--- config.mk ---
export PLATFORM = sky130hd
export DESIGN_NAME = boot_tag_responder
export DESIGN_NICKNAME = d
export VERILOG_FILES = /design/src/rtl/boot_tag_pkg.sv /design/src/rtl/boot_sync.sv /design/src/rtl/boot_rst_stretch.sv /design/src/rtl/boot_seq_fsm.sv /design/src/rtl/boot_tag_responder.sv
export SDC_FILE = /design/constraint.sdc
export NUM_CORES = 1
export LEC_CHECK = 0
export BUFFER_PORTS_ARGS = -buffer_cell sky130_fd_sc_hd__buf_4
export CELL_PAD_IN_SITES_DETAIL_PLACEMENT = 1
export CELL_PAD_IN_SITES_GLOBAL_PLACEMENT = 2
export CORE_AREA = 2 2 80 44
export DETAILED_ROUTE_END_ITERATION = 10
export DIE_AREA = 0 0 82 46
export PLACE_DENSITY = 0.52
export SLEW_MARGIN = 20
export SYNTH_ARGS = -nofsm -noshare
export SYNTH_HDL_FRONTEND = slang
export SYNTH_SLANG_ARGS = --single-unit
export TNS_END_PERCENT = 10
--- constraint.sdc ---
create_clock -name clk_i -period 2.5 [get_ports clk_i]
set_clock_uncertainty 0.15 [all_clocks]
set_input_delay 0.125 -clock clk_i [delete_from_list [all_inputs] [get_ports clk_i]]
set_output_delay 0.125 -clock clk_i [all_outputs]
set_load 0.005 [all_outputs]
--- src/rtl/boot_tag_pkg.sv ---
package boot_tag_pkg;
  typedef enum logic [2:0] {
    ST_IDLE  = 3'd0,
    ST_ARMED = 3'd1,
    ST_WAIT  = 3'd2,
    ST_TAG   = 3'd3,
    ST_DONE  = 3'd4
  } boot_state_e;

  // bit 0 names the primary source, bit 1 the alternate
  function automatic logic src_match(input logic [1:0] code, input logic alt);
    return alt ? code[1] : code[0];
  endfunction
endpackage

--- src/rtl/boot_sync.sv ---
module boot_sync #(
  parameter int unsigned WIDTH  = 1,
  parameter int unsigned STAGES = 2
) (
  input  logic             clk_i,
  input  logic             rst_ni,
  input  logic [WIDTH-1:0] d_i,
  output logic [WIDTH-1:0] q_o
);
  logic [WIDTH-1:0] stg_q [STAGES];

  for (genvar s = 0; s < STAGES; s++) begin : g_stage
    if (s == 0) begin : g_first
      always_ff @(posedge clk_i or negedge rst_ni) begin
        if (!rst_ni) stg_q[0] <= '0;
        else         stg_q[0] <= d_i;
      end
    end else begin : g_next
      always_ff @(posedge clk_i or negedge rst_ni) begin
        if (!rst_ni) stg_q[s] <= '0;
        else         stg_q[s] <= stg_q[s-1];
      end
    end
  end

  assign q_o = stg_q[STAGES-1];
endmodule

--- src/rtl/boot_rst_stretch.sv ---
module boot_rst_stretch #(
  parameter int unsigned HOLD = 2
) (
  input  logic clk_i,
  input  logic rst_ni,
  input  logic req_i,
  output logic rst_o
);
  localparam int unsigned HW = (HOLD > 0) ? $clog2(HOLD + 1) : 1;
  localparam logic [HW-1:0] HOLD_V = HW'(HOLD);

  logic [HW-1:0] cnt_q;
  logic          rst_q;

  always_ff @(posedge clk_i or negedge rst_ni) begin
    if (!rst_ni) begin
      cnt_q <= '0;
      rst_q <= 1'b0;
    end else begin
      if (req_i)             cnt_q <= HOLD_V;
      else if (cnt_q != '0)  cnt_q <= cnt_q - 1'b1;
      rst_q <= req_i | (cnt_q != '0);
    end
  end

  assign rst_o = rst_q;
endmodule

--- src/rtl/boot_seq_fsm.sv ---
module boot_seq_fsm
  import boot_tag_pkg::*;
#(
  parameter int unsigned TAG_DELAY = 3
) (
  input  logic       clk_i,
  input  logic       rst_ni,
  input  logic       init_i,
  input  logic       sreset_i,
  input  logic [1:0] status_i,
  input  logic       strap_alt_i,
  output logic       tag_o
);
  localparam int unsigned CW = (TAG_DELAY > 1) ? $clog2(TAG_DELAY) : 1;
  localparam logic [CW-1:0] LAST = CW'(TAG_DELAY - 1);

  boot_state_e state_q, state_d;
  logic [CW-1:0] cnt_q, cnt_d;
  logic          sel_q, sel_d;
  logic          arm;

  assign arm = init_i & sreset_i;

  always_comb begin
    state_d = state_q;
    cnt_d   = cnt_q;
    sel_d   = sel_q;
    if (arm) begin
      state_d = ST_ARMED;
      cnt_d   = '0;
      // code is only valid while the request is up
      sel_d   = src_match(status_i, strap_alt_i);
    end else if (sreset_i) begin
      state_d = ST_IDLE;
    end else begin
      unique case (state_q)
        ST_IDLE: state_d = ST_IDLE;
        ST_ARMED: begin
          if (!init_i)    state_d = ST_IDLE;
          else if (sel_q) state_d = ST_WAIT;
          else            state_d = ST_DONE;
          cnt_d = '0;
        end
        ST_WAIT: begin
          if (!init_i)            state_d = ST_IDLE;
          else if (cnt_q == LAST) state_d = ST_TAG;
          else                    cnt_d   = cnt_q + 1'b1;
        end
        ST_TAG:  if (!init_i) state_d = ST_DONE;
        ST_DONE: if (!init_i) state_d = ST_IDLE;
        default: state_d = ST_IDLE;
      endcase
    end
  end

  always_ff @(posedge clk_i or negedge rst_ni) begin
    if (!rst_ni) begin
      state_q <= ST_IDLE;
      cnt_q   <= '0;
      sel_q   <= 1'b0;
    end else begin
      state_q <= state_d;
      cnt_q   <= cnt_d;
      sel_q   <= sel_d;
    end
  end

  assign tag_o = (state_q == ST_TAG);
endmodule

--- src/rtl/boot_tag_responder.sv ---
module boot_tag_responder #(
  parameter int unsigned SYNC_STAGES = 2,
  parameter int unsigned TAG_DELAY   = 3,
  parameter int unsigned RST_HOLD    = 2
) (
  input  logic       clk_i,
  input  logic       rst_ni,
  input  logic       init_boot_i,
  input  logic [1:0] boot_status_i,
  input  logic       sys_reset_i,
  input  logic       strap_alt_i,
  output logic       boot_tag_o,
  output logic       dev_reset_o
);
  localparam int unsigned SW = 5;

  logic [SW-1:0] raw, syn;
  logic          init_s, sreset_s, strap_s;
  logic [1:0]    status_s;

  assign raw = {strap_alt_i, boot_status_i, sys_reset_i, init_boot_i};

  boot_sync #(.WIDTH(SW), .STAGES(SYNC_STAGES)) u_sync (
    .clk_i (clk_i),
    .rst_ni(rst_ni),
    .d_i   (raw),
    .q_o   (syn)
  );

  assign init_s   = syn[0];
  assign sreset_s = syn[1];
  assign status_s = syn[3:2];
  assign strap_s  = syn[4];

  boot_seq_fsm #(.TAG_DELAY(TAG_DELAY)) u_fsm (
    .clk_i      (clk_i),
    .rst_ni     (rst_ni),
    .init_i     (init_s),
    .sreset_i   (sreset_s),
    .status_i   (status_s),
    .strap_alt_i(strap_s),
    .tag_o      (boot_tag_o)
  );

  boot_rst_stretch #(.HOLD(RST_HOLD)) u_stretch (
    .clk_i (clk_i),
    .rst_ni(rst_ni),
    .req_i (sreset_s),
    .rst_o (dev_reset_o)
  );
endmodule

# Yosys cells after proc, flatten, opt, wreduce, memory -nomap -nowiden
# Cells that the tools add are included.
word_totals:
  regBits: 19
classes:
  addsub: 2
  eq_ne: 11
  n_mux: 17
  n_bitwise: 2
  n_reduce_logical: 5
ops:
  columns: ["op", "count"]
  rows:
  - ["3-bit two-way mux", 8]
  - ["2-bit two-way mux", 6]
  - ["3-bit one-hot mux with 4 select lines", 1]
  - ["3-bit by 2-bit == test with 1-bit output (second input constant)", 2]
  - ["3-bit by 2-bit inequality test with 1-bit output (second input constant)", 2]
  - ["5-bit by 3-bit inequality test with 1-bit output (second input constant)", 1]
  - ["4-bit by 2-bit inequality test with 1-bit output (second input constant)", 1]
  - ["4-bit by 3-bit inequality test with 1-bit output (second input constant)", 1]
  - ["2-bit one-hot mux with 2 select lines", 1]
  - ["4-bit AND reduction", 1]
  - ["2-bit nonzero test", 2]
  - ["3-bit by 1-bit == test with 1-bit output (second input constant)", 1]
  - ["3-bit == test (second input constant)", 1]
  - ["3-bit AND reduction", 1]
  - ["3-bit nonzero test", 1]
  - ["2-bit by 1-bit adder with 2-bit output (second input constant)", 1]
  - ["2-bit == test (second input constant)", 1]
  - ["2-bit by 1-bit inequality test with 1-bit output (second input constant)", 1]
  - ["2-bit by 1-bit subtractor with 2-bit output (second input constant)", 1]
  - ["1-bit AND", 1]
  - ["1-bit two-way mux", 1]
  - ["1-bit bitwise OR", 1]

# Depth between registers and ports, before layout
logic_depth:
  depth_word: 6
  mapped_depth: 5

# By module
# From an unflattened synthesis, not the netlist that was laid out.
unflattened:
  hier_cells: 58
  area_unflattened_um2: 765.7
modules_own_cells:
  columns: ["mod", "instances", "cells_per_inst", "area_per_inst_um2", "seq_area_each_um2"]
  rows:
  - ["boot_seq_fsm", 1, 32, 350.3, 150.1]
  - ["boot_sync", 1, 15, 287.8, 250.2]
  - ["boot_rst_stretch", 1, 11, 127.6, 75.1]

# Least setup slack after synthesis
# Ideal clock, no wire load.
synth_timing:
  path_type: "reg-to-reg"
  startpoint: "register u_fsm.cnt_q[0]"
  endpoint: "register u_fsm.cnt_q[1]"
  setup_ps: 128
  t_arrival_ps: 1260
  setup_slack_ps: 963
  path_stages_with_launch: 6
  cell_sequence: "dfrtp_1 -> inv_1 -> ha_1 -> nor2_2 -> a311oi_2 -> mux2_1"
synth_between:
  elab_chain_len: 6
synth_rtl:
  columns: ["item", "line", "rtl"]
  rows:
  - ["start, declared", "boot_seq_fsm.sv:18", "logic [CW-1:0] cnt_q, cnt_d;"]
  - ["start signal, assigned", "boot_seq_fsm.sv:63", "cnt_q <= cnt_d;"]
  - ["2-bit by 1-bit adder with 2-bit output", "boot_seq_fsm.sv:47", "else cnt_d = cnt_q + 1'b1;"]
  - ["2-bit two-way mux", "boot_seq_fsm.sv:46", "else if (cnt_q == LAST) state_d = ST_TAG;"]
  - ["2-bit two-way mux", "boot_seq_fsm.sv:45", "if (!init_i) state_d = ST_IDLE;"]
  - ["2-bit one-hot mux with 2 select lines", "boot_seq_fsm.sv:36", "unique case (state_q)"]
  - ["2-bit two-way mux", "boot_seq_fsm.sv:33", "end else if (sreset_i) begin"]
  - ["2-bit two-way mux", "boot_seq_fsm.sv:28", "if (arm) begin"]
# Several ways; a longest one is shown, not always the timed one. The select of a mux whose other input is x is not followed.
# A chain may end at the register's enable or synchronous reset.

# Worst setup path after layout
# Same ends and word-level chain as after synthesis.

==> qor.yml <==
run_status:
  status: "finished, final reports clean"
synthesis:
  synth_area_per_cell_sq_um: 13.9
  synth_top_family_by_area: "simple AND/OR/NAND/NOR gates"
  synthMuxAreaShare: 0.0424
  synth_nets: 62
  synth_compound_area_frac: 0.0695
  yosys_warnings: 0
  synthSimpleGateAreaFrac: 0.183
  synth_fa_ha_area_frac: 0.0339
  netlist_instances: 53
  ys_ff_latch: 19
  synthDistinctLibCells: 26
  synth_xor_xnor_area_share: 0.0119
  ys_seq_area_frac: 0.644
  syn_area_sq_um: 738
die:
  rows: 15
  die_area_sq_um: 3770
  die_x_um: 82
  die_y_um: 46
  start_util: 0.234
  num_io_pins: 9
  core_sq_um: 3150
timing:
  finalHoldViolCount: 0
  setup_violations: 0
  drv_slew: 0
  tightest_slew_ns: 0.304
  fin_tns_setup_ns: 0
  fmax_mhz: 616
  finalCritPeriodShare: 0.649
  relSlewSlack: 0.798
  hold-worst-slack_ns: 0.123
  rsz0062_at_grt: "no"
  period_minus_slack_ns: 1.62
critical_path:
  critical-path-max-stage-delay_ns: 0.37
  criticalPathCategory: "register to register"
  worstReg2RegStart: "u_fsm.cnt_q[0]"
  path_delay_family: "flip-flops"
  crit_required_ns: 2.49
  critPathMaxFanout: 2
  crit_path_top_delay_cell: "dfrtp_1"
  path_depth: 5
  worstReg2RegEnd: "u_fsm.cnt_q[1]"
  crit_path_end_kind: "register"
  path_cells: "inv_1, ha_1, nor2_2, a311oi_2, mux2_1"
  crit_buf_inv: 1
  rr_worst_depth: 5
  worstPathArrival_ns: 1.62
  crit_start: "u_fsm.cnt_q[0]"
  crit_path_start_kind: "register"
  crit_end: "u_fsm.cnt_q[1]"
  r2r_slack_ns: 0.88
cts:
  clk_pin_slew_ns: 0.07
  post_cts_resized: 0
  insertion_delay_ns: 0.26
  cts-root-buf: "clkbuf_8"
  htree_levels: 1
  clockBufferDepth: 2
  cts_tree: "built"
  clock-sinks: 19
  cts_buffers: 3
power:
  p_leak_nw: 0.420
  p_per_area_nw_per_um2: 710
  ir_worst_vdd_mv: 0.211
global_routing:
  grtUsageTotal: 0.0910
  grt_pass1_vias: 487
  grt.overflow.total: 0
  grt_pass1_wl_um: 2340
  grt_max_degree: 20
  antenna_found_initial: 0
final_layout:
  fin_area_sq_um: 960
  fin_cells: 113
  drive_gt1_frac: 0.282
  num_antenna_cells: 0
  areaGrowthSynthToFinish_pct: 30.0
  finalNetCount: 81
  final_util: 0.304
routing:
  drt_iter0_markers: 25
  first_pass_iters: 2
  ant_nets: 0
  via_per_inst: 3.96
  wirelength_um: 1340
  vias: 448
  drc_errors: 0
  wl_per_cell_um: 11.9
place:
  port_buffers: 8
  place.detailed.hpwl_um: 883
  dpl_cell_area_sq_um: 851
  place_inst: 103
  gp_congestion: 0.646
hold_path:
  hold_class: "primary input to asynchronous set/reset pin"
run:
  drv_cap: 0
-- worst min path at each step --
stage,start,to,slack [ns],cells past startpoint
after global placement,rst_ni,u_fsm.state_q[2],-0.13,1
after floorplan,rst_ni,u_fsm.cnt_q[0],-0.32,0
after global routing,rst_ni,u_fsm.cnt_q[0],0.15,2
after detailed placement,rst_ni,u_fsm.cnt_q[1],-0.13,1
final,rst_ni,u_fsm.cnt_q[1],0.12,2
after CTS,rst_ni,u_fsm.cnt_q[0],0.13,2
-- cell families after synthesis --
family | Yosys count
xor+xnor | 1
compound gates | 7
mux | 3
flops | 19
buf+inv | 3
fa+ha+maj | 2
simple gates | 18
-- power by group --
group | switching, mW | internal (mW) | total [mW]
combinational | 0.0473 | 0.0546 | 0.102
sequential | 0.0212 | 0.338 | 0.359
clock | 0.108 | 0.112 | 0.220
total | 0.177 | 0.505 | 0.682
-- layer usage --
| metal | global-route usage | vias up | wire, um |
|---|---|---|---|
| met5 | 0 | - | 0 |
| met1 | 0.123 | 218 | 706 |
| met2 | 0.119 | 10 | 547 |
| met3 | 0.0476 | 2 | 77 |
| met4 | 0.0400 | 0 | 8 |
| li1 | - | 218 | - |
-- repair_timing --
action / CTS / global route
hold endpoints to repair: 24 / 0
setup buffers: 0 / 0
hold buffers: 6 / 0
-- cells in the final DEF (no fill, tap or decap), types with 2 or more instances in the layout --
| cell | count |
|---|---|
| dfrtp_1 | 19 |
| buf_4 | 8 |
| dlygate4sd3_1 | 6 |
| nor2_1 | 4 |
| inv_1 | 3 |
| a21oi_1 | 3 |
| clkbuf_8 | 3 |
| mux2i_1 | 2 |
| ha_1 | 2 |
-- synthesized netlist by cell type --
| cell | n | area, sq um |
|---|---|---|
| and2b_2 | 1 | 8.76 |
| nor4b_2 | 1 | 15.0 |
| nor2_2 | 1 | 6.26 |
| a21oi_1 | 3 | 15.0 |
| and2b_1 | 1 | 7.51 |
| nand2b_4 | 1 | 13.8 |
| nand2b_1 | 1 | 6.26 |
| mux2_1 | 1 | 11.3 |
| xor2_1 | 1 | 8.76 |
| mux2i_1 | 2 | 20.0 |
| nor4b_1 | 1 | 8.76 |
| dfrtp_1 | 19 | 475 |
| and2_4 | 1 | 8.76 |
| nand3b_1 | 1 | 7.51 |
| inv_1 | 3 | 11.3 |
| o21ai_0 | 1 | 5.00 |
| a311oi_2 | 1 | 15.0 |
| nor4_1 | 1 | 6.26 |
| a211o_1 | 1 | 8.76 |
| nor3b_1 | 1 | 7.51 |
| nor2_1 | 4 | 15.0 |
| o21a_1 | 1 | 7.51 |
| or4_1 | 1 | 7.51 |
| nor2b_2 | 1 | 8.76 |
| ha_1 | 2 | 25.0 |
| and2_2 | 1 | 7.51 |
-- through the flow --
stage	worst slack, ns	power [mW]
floorplan	0.963	0.425
global placement	0.893	0.459
detailed placement	0.878	0.461
CTS	0.862	0.695
global route	0.786	0.725
finish	0.876	0.682
-- sequential cells by signal (all words and copies together) (netlist names) --
name and flops:
u_sync.q_o 5, u_sync.stg_q 5, u_fsm.state_q 3, u_fsm.cnt_q 2
u_stretch.cnt_q 2, u_fsm.sel_q 1, u_stretch.rst_o 1
-- final cells by class --
| type | instances | area (sq um) |
|---|---|---|
| Clock buffer | 3 | 41.3 |
| Clock inverter | 1 | 7.51 |
| Fill cell | 341 | 2190 |
| Inverter | 3 | 11.3 |
| Multi-Input combinational cell | 31 | 251 |
| Sequential cell | 19 | 475 |
| Tap cell | 42 | 52.6 |
| Timing Repair Buffer | 14 | 120 |
No activity file was read; power rests on OpenSTA's default activity.
